--- src/rtl/vlic_pkg.sv ---
package vlic_pkg;
  parameter int unsigned NUM_BANKS = 3;
  parameter int unsigned BANK_W    = 32;
  parameter int unsigned DATA_W    = 32;
  parameter int unsigned ADDR_W    = 10;

  localparam int unsigned NUM_SRC   = NUM_BANKS * BANK_W;
  localparam int unsigned SRC_IDX_W = $clog2(NUM_SRC);
  localparam int unsigned BANK_SEL_W = 2;

  localparam logic [ADDR_W-1:0] OFF_VEC   = 10'h000;
  localparam logic [ADDR_W-1:0] OFF_BASE  = 10'h004;
  localparam logic [ADDR_W-1:0] OFF_PROT  = 10'h008;
  localparam logic [ADDR_W-1:0] OFF_NMI   = 10'h00C;
  localparam logic [ADDR_W-1:0] OFF_PEND  = 10'h010;
  localparam logic [ADDR_W-1:0] OFF_FPEND = 10'h020;
  localparam logic [ADDR_W-1:0] OFF_SEL   = 10'h030;
  localparam logic [ADDR_W-1:0] OFF_EN    = 10'h040;
  localparam logic [ADDR_W-1:0] OFF_MASK  = 10'h050;

  typedef struct packed {
    logic vec;
    logic base;
    logic prot;
    logic nmi;
    logic pend;
    logic fpend;
    logic sel;
    logic en;
    logic mask;
    logic [BANK_SEL_W-1:0] bank;
  } dec_t;
endpackage

--- src/rtl/vlic_decode.sv ---
module vlic_decode
  import vlic_pkg::*;
(
  input  logic [ADDR_W-1:0] addr_i,
  output dec_t              dec_o
);
  logic                  aligned;
  logic [ADDR_W-1:0]     grp_base;
  logic [BANK_SEL_W-1:0] word;
  logic                  bank_ok;

  assign aligned  = (addr_i[1:0] == 2'b00);
  assign grp_base = {addr_i[ADDR_W-1:4], 4'h0};
  assign word     = addr_i[3:2];
  assign bank_ok  = aligned && (32'(word) < NUM_BANKS);

  always_comb begin
    dec_o       = '0;
    dec_o.bank  = word;
    dec_o.vec   = aligned && (addr_i == OFF_VEC);
    dec_o.base  = aligned && (addr_i == OFF_BASE);
    dec_o.prot  = aligned && (addr_i == OFF_PROT);
    dec_o.nmi   = aligned && (addr_i == OFF_NMI);
    dec_o.pend  = bank_ok && (grp_base == OFF_PEND);
    dec_o.fpend = bank_ok && (grp_base == OFF_FPEND);
    dec_o.sel   = bank_ok && (grp_base == OFF_SEL);
    dec_o.en    = bank_ok && (grp_base == OFF_EN);
    dec_o.mask  = bank_ok && (grp_base == OFF_MASK);
  end
endmodule

--- src/rtl/vlic_bank.sv ---
module vlic_bank #(
  parameter int unsigned W = 32
) (
  input  logic         clk_i,
  input  logic         rst_ni,
  input  logic [W-1:0] src_i,
  input  logic [W-1:0] wdata_i,
  input  logic         we_sel_i,
  input  logic         we_en_i,
  input  logic         we_mask_i,
  input  logic         we_fclr_i,
  output logic [W-1:0] pend_o,
  output logic [W-1:0] fpend_o,
  output logic [W-1:0] sel_o,
  output logic [W-1:0] en_o,
  output logic [W-1:0] mask_o,
  output logic [W-1:0] act_o,
  output logic [W-1:0] fact_o
);
  logic [W-1:0] clr;

  assign act_o  = pend_o & ~mask_o;
  assign fact_o = act_o & sel_o;
  assign clr    = we_fclr_i ? wdata_i : '0;

  always_ff @(posedge clk_i or negedge rst_ni) begin
    if (!rst_ni) begin
      pend_o  <= '0;
      fpend_o <= '0;
      sel_o   <= '0;
      en_o    <= '0;
      mask_o  <= '0;
    end else begin
      pend_o  <= src_i;
      // set wins over clear while the source is still active
      fpend_o <= (fpend_o & ~clr) | fact_o;
      if (we_sel_i)  sel_o  <= wdata_i;
      if (we_en_i)   en_o   <= wdata_i;
      if (we_mask_i) mask_o <= wdata_i;
    end
  end
endmodule

--- src/rtl/vlic_vec_enc.sv ---
module vlic_vec_enc
  import vlic_pkg::*;
(
  input  logic [NUM_SRC-1:0] act_i,
  output logic [DATA_W-1:0]  vec_o
);
  logic [SRC_IDX_W-1:0] idx;

  always_comb begin
    idx = '0;
    for (int i = NUM_SRC - 1; i >= 0; i--) begin
      if (act_i[i]) idx = SRC_IDX_W'(i);
    end
    vec_o = DATA_W'(idx) << 2;
  end
endmodule

--- src/rtl/vlic_top.sv ---
module vlic_top
  import vlic_pkg::*;
(
  input  logic                 clk_i,
  input  logic                 rst_ni,
  input  logic [NUM_SRC-1:0]   irq_src_i,
  input  logic [ADDR_W-1:0]    addr_i,
  input  logic                 we_i,
  input  logic [DATA_W-1:0]    wdata_i,
  output logic [DATA_W-1:0]    rdata_o,
  output logic                 irq_o,
  output logic                 fiq_o
);
  dec_t dec;

  logic [BANK_W-1:0] pend_w  [NUM_BANKS];
  logic [BANK_W-1:0] fpend_w [NUM_BANKS];
  logic [BANK_W-1:0] sel_w   [NUM_BANKS];
  logic [BANK_W-1:0] en_w    [NUM_BANKS];
  logic [BANK_W-1:0] mask_w  [NUM_BANKS];

  logic [NUM_SRC-1:0] pend_flat, fpend_flat, sel_flat, mask_flat, act_flat, fact_flat;
  logic [DATA_W-1:0]  vec, base_q, prot_q, nmi_q;

  vlic_decode u_dec (.addr_i(addr_i), .dec_o(dec));

  for (genvar b = 0; b < NUM_BANKS; b++) begin : g_bank
    logic hit;
    assign hit = we_i && (32'(dec.bank) == b);

    vlic_bank #(.W(BANK_W)) u_bank (
      .clk_i     (clk_i),
      .rst_ni    (rst_ni),
      .src_i     (irq_src_i[b*BANK_W +: BANK_W]),
      .wdata_i   (wdata_i),
      .we_sel_i  (hit && dec.sel),
      .we_en_i   (hit && dec.en),
      .we_mask_i (hit && dec.mask),
      .we_fclr_i (hit && dec.fpend),
      .pend_o    (pend_w[b]),
      .fpend_o   (fpend_w[b]),
      .sel_o     (sel_w[b]),
      .en_o      (en_w[b]),
      .mask_o    (mask_w[b]),
      .act_o     (act_flat[b*BANK_W +: BANK_W]),
      .fact_o    (fact_flat[b*BANK_W +: BANK_W])
    );

    assign pend_flat[b*BANK_W +: BANK_W]  = pend_w[b];
    assign fpend_flat[b*BANK_W +: BANK_W] = fpend_w[b];
    assign sel_flat[b*BANK_W +: BANK_W]   = sel_w[b];
    assign mask_flat[b*BANK_W +: BANK_W]  = mask_w[b];
  end

  vlic_vec_enc u_enc (.act_i(act_flat), .vec_o(vec));

  assign irq_o = |act_flat;
  assign fiq_o = |fact_flat;

  always_ff @(posedge clk_i or negedge rst_ni) begin
    if (!rst_ni) begin
      base_q <= '0;
      prot_q <= '0;
      nmi_q  <= '0;
    end else if (we_i) begin
      if (dec.base) base_q <= wdata_i & ~DATA_W'(3);
      if (dec.prot) prot_q <= wdata_i;
      if (dec.nmi)  nmi_q  <= wdata_i;
    end
  end

  always_comb begin
    rdata_o = '0;
    if (dec.vec)  rdata_o = vec;
    if (dec.base) rdata_o = base_q;
    if (dec.prot) rdata_o = prot_q;
    if (dec.nmi)  rdata_o = nmi_q;
    for (int b = 0; b < NUM_BANKS; b++) begin
      if (32'(dec.bank) == b) begin
        if (dec.pend)  rdata_o = pend_w[b];
        if (dec.fpend) rdata_o = fpend_w[b];
        if (dec.sel)   rdata_o = sel_w[b];
        if (dec.en)    rdata_o = en_w[b];
        if (dec.mask)  rdata_o = mask_w[b];
      end
    end
  end
endmodule

--- config.mk ---
export PLATFORM = sky130hd
export DESIGN_NAME = vlic_top
export DESIGN_NICKNAME = d
export VERILOG_FILES = /design/src/rtl/vlic_pkg.sv /design/src/rtl/vlic_decode.sv /design/src/rtl/vlic_bank.sv /design/src/rtl/vlic_vec_enc.sv /design/src/rtl/vlic_top.sv
export SDC_FILE = /design/constraint.sdc
export NUM_CORES = 1
export LEC_CHECK = 0
export BUFFER_PORTS_ARGS = -buffer_cell sky130_fd_sc_hd__buf_4
export CORE_MARGIN = 2
export CORE_UTILIZATION = 40
export DETAILED_ROUTE_END_ITERATION = 16
export GPL_ROUTABILITY_DRIVEN = 1
export PLACE_DENSITY = 0.58
export SETUP_SLACK_MARGIN = 0.05
export SLEW_MARGIN = 30
export SYNTH_ARGS = -nofsm -noshare
export SYNTH_HDL_FRONTEND = slang
export SYNTH_SLANG_ARGS = --single-unit
--- constraint.sdc ---
create_clock -name clk_i -period 6.15 [get_ports clk_i]
set_clock_uncertainty 0.05 [all_clocks]
set_input_delay 1.845 -clock clk_i [delete_from_list [all_inputs] [get_ports clk_i]]
set_output_delay 1.845 -clock clk_i [all_outputs]
set_load 0.02 [all_outputs]
### Word level (Yosys, flattened, before mapping)

Index checks and enable logic that the tools add are counted.

* flip-flop bits (word level): 574
* input port bits: 141
* output and inout bits: 34
* word-level logic and storage cells: 201

* $lt $le $gt $ge: 1
* equal/unequal tests: 10
* multiplexer cells: 121
* bitwise logic cells: 18
* reductions and logical operators: 33

Operator list (number)
* 32-bit two-way mux: 24
* 7-bit two-way mux: 96
* 32-bit bitwise AND: 9
* 32-bit inverter: 6
* 96-bit OR reduction: 2
* 32-bit bitwise OR: 3
* 1-bit logical AND: 25
* 10-bit by 4-bit == test with 1-bit output, second input constant: 2
* 6-bit by 2-bit == test with 1-bit output, second input constant: 2
* 6-bit by 3-bit == test with 1-bit output, second input constant: 2
* 10-bit by 3-bit == test with 1-bit output, second input constant: 1
* 10-bit logical NOT: 1
* 9-bit two-way mux: 1
* 6-bit by 1-bit == test with 1-bit output, second input constant: 1
* 2-bit AND reduction: 3
* 2-bit logical NOT: 2
* 2-bit by 1-bit == test with 1-bit output, second input constant: 1
* 2-bit == test, second input constant: 1
* 2-bit < comparator, second input constant: 1

### Depth between registers and ports, before layout

* depth in word-level cells: 120
* gate-level depth with buffers: 11
* gate-level depth less buffers: 8

### Hierarchy

A second synthesis with hierarchy kept.

* cells, all modules: 2737
* area total of the unflattened synthesis: 31483.9 um^2

Modules (own cells, without submodules)
* vlic_bank: times used 3, cells an instance 399, area an instance 6492.5 um^2, sequential area each 4003.8 um^2
* vlic_top: times used 1, cells an instance 1268, area an instance 10395.0 um^2, sequential area each 2352.3 um^2
* vlic_vec_enc: times used 1, cells an instance 251, area an instance 1443.9 um^2, sequential area each 0.0 um^2
* vlic_decode: times used 1, cells an instance 21, area an instance 167.7 um^2, sequential area each 0.0 um^2

### Least setup slack after synthesis

Ideal clock, no wire load.

* path kind: input port to output port
* start point: in addr_i[9]
* end point: out rdata_o[7]
* arrival: 4.747 ns
* data required time: 4.255 ns
* path slack: -0.492 ns
* stages: 10
* path buffers: 2
* path through: or4_1 buf_2 or2_1 buf_6 or4_4 or4_4 o31ai_4 nand3_1 o2bb2ai_1 a31oi_1

* cells in the longest elaborated chain, start to end: 24
* elaborated cells on any way between the ends: 40
* those cells by class: eq/ne: 8; mux: 22; reduce/logical: 10

RTL lines
* start, declared: line vlic_top.sv:7 `input logic [ADDR_W-1:0] addr_i,`
* 10-bit logical NOT: line vlic_decode.sv:20 `dec_o.vec = aligned && (addr_i == OFF_VEC);`
* 1-bit logical AND: line vlic_decode.sv:20
* 9-bit two-way mux: line vlic_top.sv:74 `if (dec.vec) rdata_o = vec;`
* 32-bit two-way mux: line vlic_top.sv:75 `if (dec.base) rdata_o = base_q;`
* 32-bit two-way mux: line vlic_top.sv:76 `if (dec.prot) rdata_o = prot_q;`
* 32-bit two-way mux: line vlic_top.sv:77 `if (dec.nmi) rdata_o = nmi_q;`
* 32-bit two-way mux: line vlic_top.sv:80 `if (dec.pend) rdata_o = pend_w[b];`
* 32-bit two-way mux: line vlic_top.sv:81 `if (dec.fpend) rdata_o = fpend_w[b];`
* [... 8 more ...]
* 32-bit two-way mux: line vlic_top.sv:84 `if (dec.mask) rdata_o = mask_w[b];`
* 32-bit two-way mux: line vlic_top.sv:79 `if (32'(dec.bank) == b) begin`
* 32-bit two-way mux: line vlic_top.sv:80
* 32-bit two-way mux: line vlic_top.sv:81
* 32-bit two-way mux: line vlic_top.sv:82 `if (dec.sel) rdata_o = sel_w[b];`
* 32-bit two-way mux: line vlic_top.sv:83 `if (dec.en) rdata_o = en_w[b];`
* 32-bit two-way mux: line vlic_top.sv:84
* 32-bit two-way mux *: line vlic_top.sv:79
* end, declared: line vlic_top.sv:10 `output logic [DATA_W-1:0] rdata_o,`

Mark *: on every way between the ends. The rest lies on a longest branch, timed or not.

### Worst setup path after layout

* start point: in addr_i[0]
* end point: out rdata_o[7]

* cells in the longest elaborated chain, start to end: 24
* elaborated cells on any way between the ends: 37
* those cells by class: eq/ne: 3; mux: 22; reduce/logical: 12

RTL lines (line)
* 10-bit logical NOT / 2-bit logical NOT (equally long branches): vlic_decode.sv:20, vlic_decode.sv:12
* 1-bit logical AND: vlic_decode.sv:20
* 9-bit two-way mux: vlic_top.sv:74
* 32-bit two-way mux: vlic_top.sv:75
* 32-bit two-way mux: vlic_top.sv:76
* 32-bit two-way mux: vlic_top.sv:77
* 32-bit two-way mux: vlic_top.sv:80
* 32-bit two-way mux: vlic_top.sv:81
* [... 8 more ...]
* 32-bit two-way mux: vlic_top.sv:84
* 32-bit two-way mux: vlic_top.sv:79
* 32-bit two-way mux: vlic_top.sv:80
* 32-bit two-way mux: vlic_top.sv:81
* 32-bit two-way mux: vlic_top.sv:82
* 32-bit two-way mux: vlic_top.sv:83
* 32-bit two-way mux: vlic_top.sv:84
* 32-bit two-way mux *: vlic_top.sv:79

Marked as above.

==> impl_metrics.prom <==
# TYPE chip_impl_metric gauge
chip_impl_metric{name="leakagePower",unit="nW"} 16.1
chip_impl_info{name="setup_repair_after_global_routing_missed_its_margin",value="yes"} 1
chip_impl_metric{name="critPathMaxFanout",unit=""} 3
chip_impl_metric{name="clock_power_share",unit="%"} 46.8
chip_impl_metric{name="synth_async_sr_flop_share",unit="%"} 100
chip_impl_metric{name="placement.io_buffers",unit=""} 174
chip_impl_metric{name="postSynthNetCount",unit=""} 2610
chip_impl_metric{name="combinational_share_of_power",unit="%"} 8.5
chip_impl_metric{name="global_route.usage.total",unit="%"} 30.9
chip_impl_metric{name="worst_slew_margin_rel",unit="%"} 30.1
chip_impl_metric{name="register_to_register_path_setup_slack",unit="ps"} 4550
chip_impl_metric{name="antenna_found_initial",unit=""} 3
chip_impl_metric{name="overflow",unit=""} 0
chip_impl_metric{name="final_count_of_pins_violating_max_slew",unit=""} 0
chip_impl_metric{name="die_area",unit="um^2"} 71400
chip_impl_metric{name="synth.cell_area",unit="um^2"} 27700
chip_impl_info{name="cts-root-buf",value="sky130_fd_sc_hd__clkbuf_16"} 1
chip_impl_metric{name="maximum_vdd_ir_drop",unit="mV"} 0.177
chip_impl_info{name="timing.critical_path.to_type",value="output pin"} 1
chip_impl_metric{name="synth-seq-area-share",unit="%"} 51.8
chip_impl_metric{name="post-layout-total-power",unit="mW"} 9.06
chip_impl_info{name="crit_path_cell_trace",value="buf_6 -> or4_4 -> or2_4 -> or4_4 -> or4_4 -> o31ai_4 -> nand3_2 -> o2bb2ai_2 -> a31oi_4 -> buf_6"} 1
chip_impl_metric{name="critical-path-max-stage-delay",unit="ps"} 520
chip_impl_info{name="critical_path.startpoint_type",value="primary input"} 1
chip_impl_info{name="hold_path_class",value="flip-flop to flip-flop"} 1
chip_impl_metric{name="dpl.cell_count",unit=""} 3635
chip_impl_metric{name="cp_num_buf_inv",unit=""} 2
chip_impl_metric{name="clkLatencyLatePin",unit="ps"} 630
chip_impl_metric{name="num_rows",unit=""} 96
chip_impl_metric{name="detailedRoute.firstPassIterationCount",unit=""} 6
chip_impl_metric{name="power_report.internal_total",unit="mW"} 6.77
chip_impl_metric{name="routedWlPerCell",unit="um"} 29.6
chip_impl_metric{name="final_min_period_over_clock_period",unit="%"} 105
chip_impl_metric{name="die_height",unit="um"} 267
chip_impl_metric{name="power.switching_fraction",unit="%"} 25.3
chip_impl_info{name="layout_common_cells",value="sky130_fd_sc_hd__dfrtp_1, sky130_fd_sc_hd__mux2_2, sky130_fd_sc_hd__buf_4, sky130_fd_sc_hd__nand2_1, sky130_fd_sc_hd__a22o_1"} 1
chip_impl_metric{name="post_placement_cell_area",unit="um^2"} 31900
chip_impl_metric{name="final_instance_area",unit="um^2"} 35300
chip_impl_info{name="timing.critical_path.mode_cell",value="sky130_fd_sc_hd__or4_4"} 1
chip_impl_metric{name="synth_area_per_cell",unit="um^2"} 11.2
chip_impl_info{name="critical-path-slowest-cell",value="sky130_fd_sc_hd__or4_4"} 1
chip_impl_info{name="run_status",value="finished with violations"} 1
chip_impl_metric{name="tightestPinTransition",unit="ps"} 1050
chip_impl_metric{name="postSynthRegisterBits",unit=""} 574
chip_impl_info{name="violations",value="setup timing"} 1
chip_impl_metric{name="via_count_of_the_first_global_routing_pass",unit=""} 23100
chip_impl_metric{name="ys_warn_count",unit=""} 0
chip_impl_metric{name="clock_pin_slew_reported_for_the_worst_setup_and_hold_paths_after_clock_tree_synthesis",unit="ps"} 60
chip_impl_info{name="critPathTopFamily",value="simple AND/OR/NAND/NOR gates"} 1
chip_impl_info{name="most_frequent_standard_cell_in_the_layout_excluding_fill_and_tap_cells",value="sky130_fd_sc_hd__dfrtp_1"} 1
chip_impl_metric{name="post-route-drc-count",unit=""} 0
chip_impl_metric{name="vias",unit=""} 23500
chip_impl_metric{name="ios",unit=""} 175
chip_impl_metric{name="layout_cells_excl_fill",unit=""} 3785
chip_impl_info{name="worst-setup-path-type",value="primary input to output pin"} 1
chip_impl_metric{name="finalWorstPathRequiredPeriod",unit="ps"} 6470
chip_impl_metric{name="numClockSinks",unit=""} 574
chip_impl_metric{name="report.final.setup_viol",unit=""} 32
chip_impl_metric{name="grt_pass1_wl",unit="um"} 161000
chip_impl_metric{name="cts-buffers-inserted",unit=""} 67
chip_impl_metric{name="detail_route.vias_per_cell",unit=""} 6.22
chip_impl_metric{name="fin_tns_setup",unit="ps"} -4900
chip_impl_metric{name="maximum_number_of_pins_on_one_net_before_global_route_repair",unit=""} 131
chip_impl_metric{name="dr.first_iter.drc_count",unit=""} 2698
chip_impl_metric{name="routed_wl",unit="um"} 112000
chip_impl_metric{name="clk_path_buf_depth",unit=""} 3
chip_impl_metric{name="htree_num_levels",unit=""} 3
chip_impl_metric{name="ant_nets",unit=""} 0
chip_impl_info{name="dominantRegCellSynth",value="sky130_fd_sc_hd__dfrtp_1"} 1
chip_impl_metric{name="initial_core_util",unit="%"} 40.4
chip_impl_metric{name="place.detailed.hpwl",unit="um"} 78900
chip_impl_metric{name="max_cap_violations",unit=""} 0
chip_impl_metric{name="worstPathRequired",unit="ps"} 4260
chip_impl_metric{name="hold_viol_final",unit=""} 0
chip_impl_metric{name="worst-endpoint-arrival",unit="ps"} 4580
chip_impl_metric{name="achievable_frequency",unit="MHz"} 154
chip_impl_metric{name="synth_cells",unit=""} 2469
chip_impl_metric{name="total_switching_power",unit="mW"} 2.29
chip_impl_metric{name="finalWorstSetupSlack",unit="ps"} -323
chip_impl_metric{name="area_delta_synth_final",unit="%"} 27.4
chip_impl_metric{name="chip_width",unit="um"} 267
chip_impl_metric{name="core",unit="um^2"} 68600
chip_impl_metric{name="synth-edff-count",unit=""} 0
chip_impl_info{name="tritoncts",value="yes"} 1
chip_impl_metric{name="layout-drive-gt1-share",unit="%"} 38.9
chip_impl_metric{name="power.density_cell_area",unit="nW/um^2"} 257
chip_impl_metric{name="post_synth_num_cell_types",unit=""} 68
chip_impl_metric{name="nets",unit=""} 2940
chip_impl_metric{name="globalplace.congestion",unit=""} 0.945
chip_impl_metric{name="share_seq_of_total_power",unit="%"} 44.6
==> worst register-to-register path, delay by kind of cell, from the launching register on <==
kind	cells	cell delay (ps)
simple gates	1	840
flops	1	380
compound gates	1	270
==> layout make-up <==
type | instances | area (um^2)
fill | 6087 | 33300
sequential | 574 | 14400
multi-input combinational | 1712 | 13400
timing repair buffer | 438 | 3960
clock buffer | 95 | 1950
tap | 931 | 1160
clock inverter | 28 | 415
inverter | 6 | 22.5
antenna | 1 | 2.50
==> cell families after synthesis <==
kind of cell | synth area share, %
muxes | 18.1
buffers and inverters | 2.68
and+or+nand+nor | 10.1
AOI/OAI and AO/OA | 17.3
DFF | 51.8
==> Yosys cell counts, drive strengths merged, types with 6 or more instances <==
master,n,area (um^2)
o22a,18,158
dfrtp,574,14400
nor2b,107,669
nor2,121,454
o21ai,146,731
nor4,30,188
a22o,122,1070
o221ai,9,78.8
a22oi,84,631
o2111ai,6,52.6
o211ai,22,165
nor3,30,150
nand3,18,90.1
or2,9,56.3
buf,42,209
a21oi,121,606
a211oi,34,255
a221oi,8,70.1
a222oi,24,240
mux2i,46,460
or4,22,176
o31ai,6,58.8
a31oi,11,68.8
clkbuf,135,512
nand4,18,113
nand2,178,668
nand2b,19,119
o22ai,44,275
mux2,405,4560
==> stage by stage <==
stage,hold WS [ps],setup slack [ps],utilization [%]
2_1_floorplan,407,-205,-
3_3_place_gp,426,-403,46.5
3_5_place_dp,430,-454,46.5
4_1_cts,449,-395,50.6
5_1_grt,459,-385,51.5
6_report,446,-323,51.5
==> registers in the layout, indices dropped and copies added (netlist names) <==
| signal | cells |
|---|---|
| g_bank.u_bank.en_o | 96 |
| g_bank.u_bank.fpend_o | 96 |
| g_bank.u_bank.mask_o | 96 |
| g_bank.u_bank.pend_o | 96 |
| g_bank.u_bank.sel_o | 96 |
| nmi_q | 32 |
| prot_q | 32 |
| base_q | 30 |
==> power groups by stage <==
stage	logic (mW)	clock network [mW]	registers (mW)
after CTS	0.749	4.30	4.04
after detailed placement	0.737	0	4.10
final	0.774	4.25	4.04
after floorplan	0.340	0	4.06
after global placement	0.723	0	4.10
after global routing	0.821	4.46	4.06
==> final timing paths <==
check,start,to,cells past startpoint
worst max register to register,g_bank[2].u_bank.pend_o[31]$_DFF_PN0_,g_bank[2].u_bank.fpend_o[31]$_DFF_PN0_,2
worst min register to register,g_bank[2].u_bank.fpend_o[29]$_DFF_PN0_,g_bank[2].u_bank.fpend_o[29]$_DFF_PN0_,1
worst min-delay path,g_bank[2].u_bank.fpend_o[29]$_DFF_PN0_,g_bank[2].u_bank.fpend_o[29]$_DFF_PN0_,1
worst max-delay path,addr_i[0],rdata_o[7],10
min in group asynchronous,rst_ni,prot_q[7]$_DFFE_PN0P_,1
max in group asynchronous,rst_ni,g_bank[2].u_bank.pend_o[20]$_DFF_PN0_,2
==> metal layers <==
metal | vias up | GRT usage (%) | part of all wire [%]
li1 | 9922 | - | -
met2 | 1180 | 47.2 | 45
met4 | 2 | 11.9 | 4.2
met3 | 265 | 6.29 | 8.6
met1 | 12200 | 43.3 | 42
met5 | - | 0 | 0.0089
==> what timing repair did <==
item / 4_1_cts / 5_1_grt
pin swaps: 27 / 41
hold buffers: 0 / 0
endpoints found under the setup margin: 32 / 32
cloned: 3 / 4
resized for setup: 104 / 126
setup buffers: 10 / 9
No activity file was read; power rests on OpenSTA's default activity.
